==> config.mk <==
export PLATFORM = sky130hd
export DESIGN_NAME = pgwalk_top
export DESIGN_NICKNAME = d
export VERILOG_FILES = /design/src/rtl/pgwalk_pkg.sv /design/src/rtl/pgwalk_ctrl.sv /design/src/rtl/pgwalk_dpath.sv /design/src/rtl/pgwalk_top.sv
export SDC_FILE = /design/constraint.sdc
export NUM_CORES = 1
export LEC_CHECK = 0
export BUFFER_PORTS_ARGS = -buffer_cell sky130_fd_sc_hd__buf_2
export CORE_MARGIN = 10
export CORE_UTILIZATION = 39
export DETAILED_ROUTE_END_ITERATION = 16
export GPL_ROUTABILITY_DRIVEN = 0
export PLACE_DENSITY_LB_ADDON = 0.25
export SLEW_MARGIN = 20
export SYNTH_ARGS = -nofsm -noshare
export SYNTH_HDL_FRONTEND = slang
export SYNTH_SLANG_ARGS = --single-unit
==> constraint.sdc <==
create_clock -name clk -period 2.5 [get_ports clk]
set_clock_uncertainty 0.15 [all_clocks]
set_input_delay 0.25 -clock clk [delete_from_list [all_inputs] [get_ports clk]]
set_output_delay 0.25 -clock clk [all_outputs]
set_load 0.02 [all_outputs]
==> src/rtl/pgwalk_pkg.sv <==
package pgwalk_pkg;
  localparam int VA_W    = 32;
  localparam int OFF_W   = 12;
  localparam int IDX_W   = 10;
  localparam int ENT_LSB = 2;
  localparam int FRM_W   = VA_W - OFF_W;

  typedef logic [VA_W-1:0] addr_t;
  typedef enum logic [1:0] {ST_IDLE, ST_ROOT, ST_LEAF} walk_st_t;

  function automatic addr_t root_ent_addr(addr_t base, addr_t lin);
    return {base[VA_W-1:OFF_W], lin[VA_W-1 -: IDX_W], {ENT_LSB{1'b0}}};
  endfunction

  function automatic addr_t leaf_ent_addr(addr_t pde, addr_t lin);
    return {pde[VA_W-1:OFF_W], lin[OFF_W+IDX_W-1 -: IDX_W], {ENT_LSB{1'b0}}};
  endfunction

  function automatic addr_t frame_join(addr_t pte, addr_t lin);
    return {pte[VA_W-1:OFF_W], lin[OFF_W-1:0]};
  endfunction

  function automatic logic ent_present(addr_t ent);
    return ent[0];
  endfunction
endpackage

==> src/rtl/pgwalk_ctrl.sv <==
module pgwalk_ctrl
  import pgwalk_pkg::*;
(
  input  logic     clk,
  input  logic     rst_n,
  input  logic     req_valid,
  input  logic     pg_en,
  input  logic     mem_rvalid,
  input  logic     rsp_present,
  output walk_st_t st,
  output logic     ev_accept,
  output logic     ev_bypass,
  output logic     ev_root_rsp,
  output logic     ev_leaf_rsp
);
  walk_st_t st_nx;

  assign ev_accept   = req_valid && (st == ST_IDLE);
  assign ev_bypass   = ev_accept && !pg_en;
  assign ev_root_rsp = (st == ST_ROOT) && mem_rvalid;
  assign ev_leaf_rsp = (st == ST_LEAF) && mem_rvalid;

  always_comb begin
    st_nx = st;
    unique case (st)
      ST_IDLE: if (ev_accept && pg_en) st_nx = ST_ROOT;
      ST_ROOT: if (ev_root_rsp) st_nx = rsp_present ? ST_LEAF : ST_IDLE;
      ST_LEAF: if (ev_leaf_rsp) st_nx = ST_IDLE;
      default: st_nx = ST_IDLE;
    endcase
  end

  always_ff @(posedge clk) begin
    if (!rst_n) st <= ST_IDLE;
    else        st <= st_nx;
  end

  // an absent root entry never leads to a leaf read
  p_no_leaf_after_absent_r6: assert property (@(posedge clk) disable iff (!rst_n)
    ev_root_rsp && !rsp_present |=> st == ST_IDLE);
endmodule

==> src/rtl/pgwalk_dpath.sv <==
module pgwalk_dpath
  import pgwalk_pkg::*;
#(
  parameter logic [7:0] FAULT_VEC = 8'h0E
) (
  input  logic     clk,
  input  logic     rst_n,
  input  walk_st_t st,
  input  logic     ev_accept,
  input  logic     ev_bypass,
  input  logic     ev_root_rsp,
  input  logic     ev_leaf_rsp,
  input  addr_t    req_lin,
  input  addr_t    dir_base,
  input  addr_t    mem_rdata,
  output addr_t    mem_addr,
  output logic     done,
  output addr_t    phys_addr,
  output logic     fault,
  output logic [7:0] fault_code,
  output logic     fault_level,
  output addr_t    fault_lin
);
  addr_t lin_q, base_q, pde_q;
  logic  rsp_ok;
  logic  ev_fault;

  assign rsp_ok   = ent_present(mem_rdata);
  assign ev_fault = (ev_root_rsp || ev_leaf_rsp) && !rsp_ok;
  assign mem_addr = (st == ST_LEAF) ? leaf_ent_addr(pde_q, lin_q)
                                    : root_ent_addr(base_q, lin_q);
  assign fault_code = fault ? FAULT_VEC : 8'h00;

  always_ff @(posedge clk) begin
    if (!rst_n) begin
      lin_q <= '0; base_q <= '0; pde_q <= '0;
    end else begin
      if (ev_accept) begin
        lin_q  <= req_lin;
        base_q <= dir_base;
      end
      if (ev_root_rsp) pde_q <= mem_rdata;
    end
  end

  always_ff @(posedge clk) begin
    if (!rst_n) begin
      done <= 1'b0; fault <= 1'b0; phys_addr <= '0;
      fault_level <= 1'b0; fault_lin <= '0;
    end else begin
      done  <= ev_bypass || ev_leaf_rsp || (ev_root_rsp && !rsp_ok);
      fault <= ev_fault;
      if (ev_bypass) phys_addr <= req_lin;
      else if (ev_fault) begin
        phys_addr   <= '0;
        fault_level <= ev_leaf_rsp;
        fault_lin   <= lin_q;
      end else if (ev_leaf_rsp) phys_addr <= frame_join(mem_rdata, lin_q);
    end
  end

  p_done_single_r8: assert property (@(posedge clk) disable iff (!rst_n)
    done |=> !done);
  p_fault_needs_done_r8: assert property (@(posedge clk) disable iff (!rst_n)
    fault |-> done);
  p_fault_no_addr_r7: assert property (@(posedge clk) disable iff (!rst_n)
    fault |-> (phys_addr == '0) && (fault_code == FAULT_VEC));
  p_bypass_echo_r2: assert property (@(posedge clk) disable iff (!rst_n)
    ev_bypass |=> done && !fault && (phys_addr == $past(req_lin)));
  p_root_fault_lvl_r6: assert property (@(posedge clk) disable iff (!rst_n)
    ev_root_rsp && !rsp_ok |=> fault && !fault_level && (fault_lin == lin_q));
endmodule

==> src/rtl/pgwalk_top.sv <==
module pgwalk_top
  import pgwalk_pkg::*;
#(
  parameter logic [7:0] FAULT_VEC = 8'h0E
) (
  input  logic        clk,
  input  logic        rst_n,
  input  logic        req_valid,
  output logic        req_ready,
  input  logic [31:0] req_lin,
  input  logic [31:0] dir_base,
  input  logic        pg_en,
  output logic        mem_req,
  output logic [31:0] mem_addr,
  input  logic        mem_rvalid,
  input  logic [31:0] mem_rdata,
  output logic        done,
  output logic [31:0] phys_addr,
  output logic        fault,
  output logic [7:0]  fault_code,
  output logic        fault_level,
  output logic [31:0] fault_lin
);
  walk_st_t st;
  logic ev_accept, ev_bypass, ev_root_rsp, ev_leaf_rsp;

  assign req_ready = (st == ST_IDLE);
  assign mem_req   = (st != ST_IDLE);

  pgwalk_ctrl u_ctrl (
    .clk(clk), .rst_n(rst_n), .req_valid(req_valid), .pg_en(pg_en),
    .mem_rvalid(mem_rvalid), .rsp_present(ent_present(mem_rdata)),
    .st(st), .ev_accept(ev_accept), .ev_bypass(ev_bypass),
    .ev_root_rsp(ev_root_rsp), .ev_leaf_rsp(ev_leaf_rsp)
  );

  pgwalk_dpath #(.FAULT_VEC(FAULT_VEC)) u_dpath (
    .clk(clk), .rst_n(rst_n), .st(st), .ev_accept(ev_accept),
    .ev_bypass(ev_bypass), .ev_root_rsp(ev_root_rsp), .ev_leaf_rsp(ev_leaf_rsp),
    .req_lin(req_lin), .dir_base(dir_base), .mem_rdata(mem_rdata),
    .mem_addr(mem_addr), .done(done), .phys_addr(phys_addr), .fault(fault),
    .fault_code(fault_code), .fault_level(fault_level), .fault_lin(fault_lin)
  );

  p_hold_read_r10: assert property (@(posedge clk) disable iff (!rst_n)
    mem_req && $past(mem_req) && !$past(mem_rvalid) |-> $stable(mem_addr));
  p_busy_not_ready_r8: assert property (@(posedge clk) disable iff (!rst_n)
    done |-> req_ready);
endmodule

==> results of run 1 <==
## worst paths after layout
kind | endpoint | slack, ps | cells past startpoint
min | u_dpath.lin_q[17]$_SDFFE_PN0P_ | 10 | 3
max | mem_addr[20] | 180 | 5
max reg2reg | u_dpath.phys_addr[29]$_SDFFE_PN0P_ | 460 | 4
min reg2reg | u_dpath.base_q[24]$_SDFFE_PN0P_ | 300 | 2
## registers in the layout (all words and copies together) (netlist names)
signal               flops
u_dpath.fault_lin       32
u_dpath.lin_q           32
u_dpath.phys_addr       32
u_dpath.base_q          20
u_dpath.pde_q           20
u_ctrl.st                2
u_dpath.done             1
u_dpath.fault            1
u_dpath.fault_level      1
## layout make-up
cell class / instances / area share, %
tap: 211 / 3.10
inverter: 3 / 0.147
clock inverter: 11 / 1.93
multi-input combinational: 504 / 35.1
clock buffer: 21 / 5.41
sequential: 141 / 33.2
timing repair buffer: 269 / 21.1
antenna: 2 / 0.0588
## placed cells by master, fill, tap and decap left out, types with 5 or more instances in the layout
cell type,netlist,final
conb_1,1,7
dfxtp_1,141,141
clkinv_2,0,5
dlygate4sd3_1,0,69
o31ai_1,22,22
buf_4,11,17
o31ai_2,10,10
nand3_1,32,32
mux2_2,30,30
nand4b_1,32,32
o21ai_0,34,34
mux2i_1,32,32
a21oi_1,105,105
buf_2,4,179
clkbuf_16,0,17
nand2_1,176,176
## what timing repair did
action                                 in CTS  in global routing
endpoints found under the hold margin      67                  2
gates resized for setup                     0                  0
hold buffers                               67                  2
## stage by stage
| stage | instances | power, mW |
|---|---|---|
| 5_1_grt | 1162 | 6.14 |
| 3_5_place_dp | 1059 | 3.16 |
| 4_1_cts | 1158 | 5.94 |
| 3_3_place_gp | 1059 | 3.15 |
| 2_1_floorplan | 728 | 2.89 |
| 6_report | 1162 | 5.90 |
## power breakdown
| group | switching (mW) | internal (mW) | leakage [nW] |
|---|---|---|---|
| combinational | 0.481 | 0.318 | 2.20 |
| clock | 0.980 | 1.72 | 0.303 |
| sequential | 0.0590 | 2.34 | 1.15 |
| total | 1.52 | 4.38 | 3.65 |
## cells by family after synthesis
logic type	share of synthesized area (%)
AO/OA/AOI/OAI	16.4
XOR/XNOR	0.286
buffers and inverters	6.32
flip-flops	46.0
multiplexers	10.7
other	0.0611
AND/OR/NAND/NOR	20.2
## routing by layer
layer,up-vias,track usage [%]
li1,2920,-
met1,2883,24.1
met2,207,31.9
met3,23,6.15
met4,0,6.62
met5,-,0
## worst max-delay path: cells and delay by family, from the launching register on
| family | cells | cell delay (ps) |
|---|---|---|
| buffers and inverters | 3 | 610 |
| AND/OR/NAND/NOR | 1 | 170 |
| multiplexers | 1 | 380 |
| flip-flops | 1 | 330 |
==> summary by stage, run 1 <==
Clock tree
For the worst-skew pair, the clock arrives at the later sink with an insertion delay of 410 ps. The master cell of the clock root buffer is clkbuf_16. The clock slew seen by the registers of the worst setup and hold paths is ~60 ps. The CTS buffer count is 17. The number of setup buffers added after CTS is 0. The clock drives between 100 and 150 sinks. The CTS tree is built. The longest clock path from root to sink contains 2 buffers.

The clock tree synthesis step divided the H-tree into 4 levels.

Place
Prior to clock tree synthesis, the placed netlist has a worst setup slack of 443 ps. Detailed placement finished with a half-perimeter wire length of 14300 µm. The total placed instance area is 0.00719 mm². The count of input and output buffers is 179.

Cells and area
The number of nets at the end of the flow is 1037. After filler insertion, the fill cell instance count of the layout stands at 1443. Cells fill 55.6% of the core in the end. The footprint of the multi-input gates is 0.00299 mm².

The summed area of non-filler cells in the final layout is 0.00851 mm². The register area is 0.00282 mm². Relative to the synthesized area, the layout overhead comes to 38.8%. Of the cells placed in the final design, the portion with a size suffix greater than 1 is 29.5%.

Floorplanning
Measured along the y axis, the die boundary spans 145 µm. After floorplanning, the core was divided into 45 placement rows. The area of the core is 0.0153 mm². The die is around 150 µm wide. The number of top-level design ports is 210. The initial utilization of the core area, before any placement, comes to 40.0%. The die covers 0.0211 mm².

Route
After detailed routing, the met2 layer carries 10500 µm of wire. The via count is 6033. The number of nets still failing antenna checks after routing is 0. The number of detailed-routing iterations run before antenna repair is 7. The met1 routed wirelength after detailed routing is 9230 µm. In the final routed layout, each cell accounts on average for 18.6 µm. The routed length on met3 is 1490 µm. The mean number of vias per cell is approximately 5.2.

In this run the top signal layer used is met4. The routed wire length is 21600 µm. The DRC violation total after the first TritonRoute iteration is a little under 400. The number of DRC violations after detailed routing is 0.

Worst setup path
STA classifies the critical path endpoint as an output pin. Walking the worst path, the cells encountered are buf_4 > nand2b_2 > buf_12 > mux2_2 > buf_2. The reg-to-reg startpoint is u_ctrl.st[1]$_SDFFE_PN0P_. For the worst setup path, the data required time is 2100 ps.

The startpoint-to-endpoint class of the critical path is flip-flop to output pin. On the critical path, the stage with the largest delay is an instance of mux2_2. STA puts the critical path data arrival time at 1920 ps. Of all nets on the critical path, the largest fanout is 31. The worst setup path is launched from a flip-flop. In this design, the stage delay of the slowest critical-path cell is roughly 380 ps. The launching element of the worst setup path is u_ctrl.st[0]$_SDFFE_PN0P_.

Power
The leakage power is 3.65 nW. IR analysis of the VDD net gives a maximum drop of 467 µV. The power density over cell area is between 600 and 700 mW/mm².

GRT
Entering global routing, the biggest net connects 65 pins. The number of antenna violations at the first check in global routing is 2. The number of global-route vias before repair is 5911. The wire length of the first global-routing pass is 33400 µm. The total overflow left after global routing is 0. Across every metal layer, demand over resource in global routing totals between 10% and 20%.

Yosys
The largest area contributor in the netlist is dfxtp_1. The yosys synthesis warning count is 0. The post-synthesis async set-or-reset flop share is 0%. In the post-synthesis netlist, the biggest area contributors are dfxtp_1 (46%), nand2_1 (11%), a21oi_1 (8.6%), mux2_2 (5.5%), mux2i_1 (5.2%). After synthesis, flip-flops and latches occupy 46.0% of the total area.

The cell count after synthesis is between 700 and 800. The most used standard cell by instance count after synthesis is nand2_1. After synthesis the netlist holds a flip-flop and latch count of 141. The count of distinct cell types in the synthesized netlist is 35. The cell area after technology mapping is 0.00613 mm². After synthesis, the largest area contributor takes up a little under half of total cell area. The average footprint of a synthesized cell is 8.49 µm². For this run, the leading register cell type out of synthesis is dfxtp_1. The synthesized design contains 0 enable-type register cells. By count the netlist is led by nand2_1 (176), dfxtp_1 (141), a21oi_1 (105), clkbuf_1 (55), o21ai_0 (34).

Timing
The final hold violation count came to 0. The tightest slew margin relative to the limit is roughly 25%. The final critical-path share of the clock period is 92.9%. Setup violations remaining at the end of the flow were counted as 0. In the post-route analysis, the smallest setup slack over all paths is approximately 180 ps. After layout, the minimum clock period comes to 2320 ps. Adding up every negative setup slack in the final design gives 0 ps. The final number of max-transition violations is 0. The worst slack on hold paths is approximately 13 ps.

For the pin with the worst max-slew slack, the measured transition is around 1100 ps. The maximum clock frequency is around 0.43 GHz. Setup repair after global routing left no endpoint under its margin.

Worst hold path
The worst hold path begins at req_lin[17]. The worst hold-check path type is input port to flip-flop.

Flow run
The count of max-cap constraint violations is 0.

Outcome
The flow ran to the end, and the final reports show no timing, DRC or antenna violations.
(Power assumes the default switching activity.)
==> inputs of run 2 (changes only) <==
==> constraint.sdc (replaced) <==
create_clock -name clk -period 1.95 [get_ports clk]
set_clock_uncertainty 0.15 [all_clocks]
set_input_delay 0.195 -clock clk [delete_from_list [all_inputs] [get_ports clk]]
set_output_delay 0.195 -clock clk [all_outputs]
set_load 0.02 [all_outputs]
==> run 2 against run 1 <==
Effect of this change:
- the run now ends with negative setup slack left
- combinational power increased by 35%
- clock-buffer cell count decreased by 2
- core utilization increased by 1.4 points
- sequential share of layout area decreased by 0.82 points
- sequential power increased by 28%
- sequential cell count unchanged
- first-iteration DRC count increased by 18%
- power increased by 26%
- via count about the same
- critical path type unchanged
- critical endpoint is now mem_addr[31]
- largest power group unchanged
==> summary by stage, run 2 (synthesized netlist as in run 1, its figures left out) <==
Cells and area
The number of fill cells is 1425 (-1.2%). The most common library cell in the layout ignoring fill and taps is nand2_1. In the layout the commonest cells are nand2_1 (176), buf_2 (175), dfxtp_1 (140). The number of nets at the end of the flow came to 1049 (+1.2%). Compared with the post-synthesis result, the final layout area differs by 42.4%. The summed area of non-filler cells in the final layout is 0.00873 mm² (+2.6%). The share of layout cells above drive strength 1 is 31.2% (+1.7 points). The largest registers in the layout are u_dpath.fault_lin (32), u_dpath.lin_q (32), u_dpath.phys_addr (32). The final design utilization is 57.0% (+1.4 points).

Timing
The final number of max-transition violations is 0 (unchanged). The minimum clock period after layout is 2090 ps. Setup repair after global routing could not meet its margin everywhere.

The worst slack on hold paths is 50.9 ps (+37.4 ps). The final critical path takes up 107% of the cycle. Static timing analysis puts the maximum clock frequency at 0.479 GHz.

The final hold violation count was 0 (unchanged). The final sum of negative setup slack is -2650 ps (-2650 ps). The final setup slack of the worst path is -138 ps (-314 ps). The number of endpoints failing setup at the final stage is 32 (+32).

Flow run
The count of max-cap constraint violations is 0 (unchanged).

Clock tree
The clock slew seen by the registers of the worst setup and hold paths came to 60 ps (about the same). TritonCTS built the clock tree. The number of levels the H-tree was split into is 4 (unchanged).

The clock sink total is 141 (unchanged). The tree is rooted in a clkbuf_16. The later-pin clock latency in the skew report came to 420 ps (about the same). The CTS buffer count is 17 (unchanged). The maximum count of clock buffers along a single path came to 2 (unchanged).

Outcome
The run finished, with violations left. The final reports fail on negative setup slack.

Worst setup path
The maximum fanout count along the critical path is 13 (-58%). The library cell contributing the largest single delay on the critical path is mux2_2. STA classifies the critical path endpoint as an output pin.

By startpoint and endpoint, the worst setup path is classified as flip-flop to output pin. The endpoint arrival time on the critical path is 1740 ps (-180 ps). The longest individual stage delay on the worst path is 380 ps (about the same).

The critical path goes through buf_6 > nand2b_4 > buf_12 > mux2_2 > buf_2. The data required time of the worst path was 1600 ps (-500 ps). The kind of start point of the critical path is a flip-flop.

Floorplanning
The die area came to 0.0211 mm² (unchanged). The overall die height was 145 µm (unchanged). The site row count is 45 (unchanged). The area of the core is 0.0153 mm² (unchanged). The horizontal die dimension came to 145 µm (unchanged). The initial standard-cell utilization of the core is 40.0% (unchanged). The number of top-level design ports came to 210 (unchanged).

GRT
The pin count of the biggest net entering global routing is 70 (+7.7%). The total global-route track usage is 19.9% (+0.25 points). The number of global-route vias before repair was 5970 (+1.0%). The wire length of the first global-routing pass is 33900 µm (+1.4%). The number of antenna violations at the first check in global routing is 2 (unchanged). The residual overflow from global routing is 0 (unchanged).

Route
The number of detailed-routing iterations run before antenna repair is 5 (-2). The routed length per instance is 18.6 µm (-0.22%). The DRC violation total after the first TritonRoute iteration is 457 (+18%).

The mean number of vias per cell is 5.13 (-1.1%). The via count is 6031 (-0.033%). The routed wire length was 21800 µm (+0.89%). The number of DRC violations after detailed routing is 0 (unchanged).

The number of nets still failing antenna checks after routing is 0 (unchanged).

Place
The estimated wirelength of the detail-placed design is 14400 µm (+1.1%). The count of input and output buffers was 179 (unchanged). The total placed instance area is 0.00729 mm² (+1.3%).

Power
The post-layout total power is 7.45 mW (+26%). The leakage power is 3.76 nW (+2.8%). The power density over cell area is 853 mW/mm² (+23%). The worst ir drop on vdd was 602 µV (+29%).

Worst hold path
The tightest min-delay check is of the input port to flip-flop type.
## run 2: cell types whose count changed in the layout (fill, tap and decap cells not counted), sizes merged
| cell | previous run | this run |
|---|---|---|
| buf | 200 | 208 |
| clkinv | 5 | 9 |
| dlygate4sd3 | 69 | 73 |
| clkbuf | 21 | 19 |
| bufinv | 4 | 3 |
| clkinvlp | 2 | 1 |
| diode | 2 | 3 |
## run 2: cell type report
cell class / instances / area (µm²) / area share (%)
Sequential cell: 141 / 2820 / 32.3
Tap cell: 211 / 264 / 3.02
Inverter: 3 / 12.5 / 0.143
Multi-Input combinational cell: 504 / 3050 / 34.9
Antenna cell: 3 / 7.51 / 0.0860
Clock buffer: 19 / 443 / 5.07
Clock inverter: 13 / 146 / 1.68
Timing Repair Buffer: 281 / 1990 / 22.8
## run 2: where the power goes
group	switching, mW	internal [mW]	total (mW)
Sequential	0.0755	3.01	3.08
Combinational	0.632	0.448	1.08
Clock	1.26	2.03	3.29
## run 2: final timing paths
check | slack (ps) | cells after the start | start | endpoint
worst max-delay path | -140 | 5 | u_ctrl.st[1]$_SDFFE_PN0P_ | mem_addr[31]
worst min-delay path | 50 | 3 | rst_n | u_dpath.fault_lin[16]$_SDFFE_PN0P_
worst max register to register | -10 | 4 | u_ctrl.st[1]$_SDFFE_PN0P_ | u_dpath.phys_addr[24]$_SDFFE_PN0P_
worst min register to register | 300 | 2 | u_dpath.base_q[21]$_SDFFE_PN0P_ | u_dpath.base_q[21]$_SDFFE_PN0P_
## run 2: metrics by stage
stage / worst slack [ps] / cells
2_1_floorplan: 74.1 / 728
3_3_place_gp: 42.1 / 1065
3_5_place_dp: -2.61 / 1065
4_1_cts: -129 / 1172
5_1_grt: -194 / 1174
6_report: -138 / 1175
## run 2: layer usage
metal	vias to the layer above	global-route usage [%]	share of wire, %
met5	-	0	0
met4	0	6.37	1.8
met3	25	5.65	6.4
met2	221	32.6	49
met1	2843	24.6	43
li1	2942	-	-
## run 2: worst max-delay path: cells and delay by family (launching register included)
| kind | cells | cell delay (ps) |
|---|---|---|
| buf+inv | 3 | 490 |
| mux | 1 | 380 |
| flops | 1 | 310 |
| simple gates | 1 | 140 |
## run 2: what timing repair did
action | in CTS | in global routing
hold endpoints to repair | 93 | 0
resized for setup | 9 | 12
setup buffers | 1 | 0
setup endpoints to repair | 31 | 62
cloned | 1 | 0
hold buffers | 73 | 0
==> inputs of run 3 (changes only) <==
--- a/config.mk
+++ b/config.mk
@@ -6,11 +6,14 @@
 export NUM_CORES = 1
 export LEC_CHECK = 0
 export BUFFER_PORTS_ARGS = -buffer_cell sky130_fd_sc_hd__buf_2
+export CELL_PAD_IN_SITES_DETAIL_PLACEMENT = 2
+export CELL_PAD_IN_SITES_GLOBAL_PLACEMENT = 2
 export CORE_MARGIN = 10
-export CORE_UTILIZATION = 39
+export CORE_UTILIZATION = 26
 export DETAILED_ROUTE_END_ITERATION = 16
 export GPL_ROUTABILITY_DRIVEN = 0
 export PLACE_DENSITY_LB_ADDON = 0.25
+export REMOVE_ABC_BUFFERS = 1
 export SLEW_MARGIN = 20
 export SYNTH_ARGS = -nofsm -noshare
 export SYNTH_HDL_FRONTEND = slang
==> run 3 against run 2 <==
Effect of this change:
- the flow still finishes with violations (negative setup slack)
- sequential share of layout area decreased by 1.7 points
- maximum frequency increased by 0.25%
- design area grew 5.5%
- global-route usage shrank 2.5 points
- setup slack better by 5.1 ps
- critical path depth unchanged
- largest cell class unchanged
- die area grew 43%
- clock-buffer cell count is 2 lower
- sequential power about the same
==> summary by stage, run 3 (synthesized netlist as in run 1, its figures left out) <==
Cells and area
The number of nets at the end of the flow is 1062 (+1.2%). The number of antenna diodes came to 0 (-3). The library cells used most frequently in the layout, excluding fill and tap cells, are nand2_1 (176), buf_2 (161), dfxtp_1 (140). The most common library cell in the layout ignoring fill and taps is nand2_1. Relative to the synthesized area, the layout overhead comes to 50.3%. The summed area of non-filler cells in the final layout is 0.00922 mm² (+5.5%). The share of layout cells above drive strength 1 was 32.4% (+1.2 points). The number of fill cells came to 2595 (+82%). The largest registers in the layout are u_dpath.fault_lin (32), u_dpath.lin_q (32), u_dpath.phys_addr (32). The final design utilization came to 39.5% (-18 points).

Worst setup path
The maximum fanout count along the critical path came to 9 (-4). The depth of the worst register-to-register path is 5 (+1). The worst setup path is launched from a flip-flop. The category of the worst setup path capture point is an output pin. The data required time of the worst path is 1600 ps (about the same).

The endpoint arrival time on the critical path is 1740 ps (about the same). The setup path with the least slack is of type flip-flop to output pin. The worst setup slack for register-to-register paths is 20 ps (+30 ps).

Route
The routed length per instance is 20.7 µm (+12%). The via count is 6184 (+2.5%). The mean number of vias per cell was 4.79 (-6.6%). The routed wire length is 26700 µm (+23%). The DRC violation total after the first TritonRoute iteration came to 195 (-57%).

The number of detailed-routing iterations run before antenna repair is 4 (-1). The number of nets still failing antenna checks after routing is 0 (unchanged). The number of DRC violations after detailed routing was 0 (unchanged).

Floorplanning
The number of top-level design ports was 210 (unchanged). The initial standard-cell utilization of the core is 26.3% (-14 points). The overall die height is 174 µm (+19%). The area of the core came to 0.0233 mm² (+52%). The site row count came to 56 (+24%). The die area is 0.0301 mm² (+43%). The horizontal die dimension is 174 µm (+19%).

GRT
The wire length of the first global-routing pass was 41500 µm (+22%). The residual overflow from global routing is 0 (unchanged). The number of global-route vias before repair was 7029 (+18%). The pin count of the biggest net entering global routing is 43 (-39%). The number of antenna violations at the first check in global routing is 0 (-2). The total global-route track usage was 17.4% (-2.5 points).

Timing
The worst slack on hold paths is 49.6 ps (-1.31 ps). The final hold violation count is 0 (unchanged). The final number of max-transition violations was 0 (unchanged).

The final critical-path share of the clock period is 107% (-0.26 points). The final setup slack of the worst path is -132 ps (+5.15 ps). The maximum clock frequency was 0.480 GHz (+0.25%). The number of endpoints failing setup at the final stage came to 30 (-6.3%).

The minimum clock period after layout came to 2080 ps (-5.15 ps). Setup repair after global routing could not meet its margin everywhere.

Clock tree
The CTS buffer count is 17 (unchanged). The number of levels the H-tree was split into was 4 (unchanged). The maximum count of clock buffers along a single path is 2 (unchanged). The clock slew seen by the registers of the worst setup and hold paths was 60 ps (about the same). The clock sink total is 141 (unchanged). The later-pin clock latency in the skew report came to 420 ps (about the same).

The CTS tree is built. CTS placed an instance of clkbuf_16 at the clock tree root.

Place
The total placed instance area is 0.00755 mm² (+3.7%). The count of input and output buffers is 179 (unchanged). The estimated wirelength of the detail-placed design is 17400 µm (+20%). The post-place setup slack is 30.4 ps (+33.0 ps).

Worst hold path
The depth of the worst hold-timing path is 4 (+1). The path class of the tightest hold or removal check is input port to flip-flop.

Power
The worst ir drop on vdd came to 496 µV (-18%). The leakage power was 3.90 nW (+3.9%). The power density over cell area is 824 mW/mm² (-3.4%).

Outcome
The flow ran to the end, but the final reports show violations. The checks that failed: negative setup slack.

Flow run
The count of max-cap constraint violations came to 0 (unchanged).
==> run 3: cell types whose count changed in the layout (fill, tap and decap cells not counted), moves of 3 or more <==
cell	previous run	this run
buf_12	8	14
buf_6	4	19
mux2_2	30	17
o31ai_4	0	5
buf_2	175	161
o31ai_2	19	12
mux2_4	0	13
clkinv_2	9	5
buf_4	20	27
diode_2	3	0
==> run 3: path summary, 6_finish.rpt <==
| check | start | endpoint |
|---|---|---|
| hold reg to reg | u_dpath.pde_q[30]$_SDFFE_PN0N_ | u_dpath.pde_q[30]$_SDFFE_PN0N_ |
| hold / removal | mem_rdata[0] | u_ctrl.st[1]$_SDFFE_PN0P_ |
| setup / recovery | u_ctrl.st[0]$_SDFFE_PN0P_ | mem_addr[5] |
| setup reg to reg | u_ctrl.st[0]$_SDFFE_PN0P_ | u_dpath.phys_addr[7]$_SDFFE_PN0P_ |
==> run 3: metal layers <==
layer	part of all wire [%]	up-vias	GRT usage, %
li1	-	2957	-
met5	0	-	0
met4	0.77	0	3.24
met1	43	3073	20.1
met3	6.1	15	5.66
met2	50	139	30.7
==> run 3: report_power, final <==
| part | leakage [nW] | internal (mW) | switching (mW) |
|---|---|---|---|
| Combinational | 2.47 | 0.521 | 0.697 |
| Clock | 0.284 | 1.99 | 1.31 |
| Sequential | 1.15 | 3.00 | 0.0794 |
==> run 3: layout make-up <==
cell class	instances	area (µm²)	share of cell area [%]
Tap cell	319	399	4.33
Clock inverter	12	149	1.62
Timing Repair Buffer	294	2240	24.3
Sequential cell	141	2830	30.7
Clock buffer	17	425	4.62
Multi-Input combinational cell	504	3160	34.3
Inverter	3	13.8	0.149
==> run 3: critical path: stages, from the launching register on <==
cell      delay, ps
dfxtp_4         360
buf_6            90
nand2b_4        180
buf_8           170
mux2_2          350
buf_2           160
==> run 3: through the flow <==
step                      std cells  TNS (ps)  total power [mW]
after floorplan                 648   -152340              3.64
after global placement         1182         0              4.15
after detailed placement       1182         0              4.17
after CTS                      1292     -5730              7.63
after global routing           1290     -4900              7.95
final                          1290     -3130              7.60
==> run 3: repair_timing <==
item,4_1_cts,5_1_grt
hold endpoints to repair,95,0
cloned,2,0
pin swaps,0,3
buffers inserted,7,1
endpoints found under the setup margin,30,45
resized for setup,30,51
hold buffers,72,0
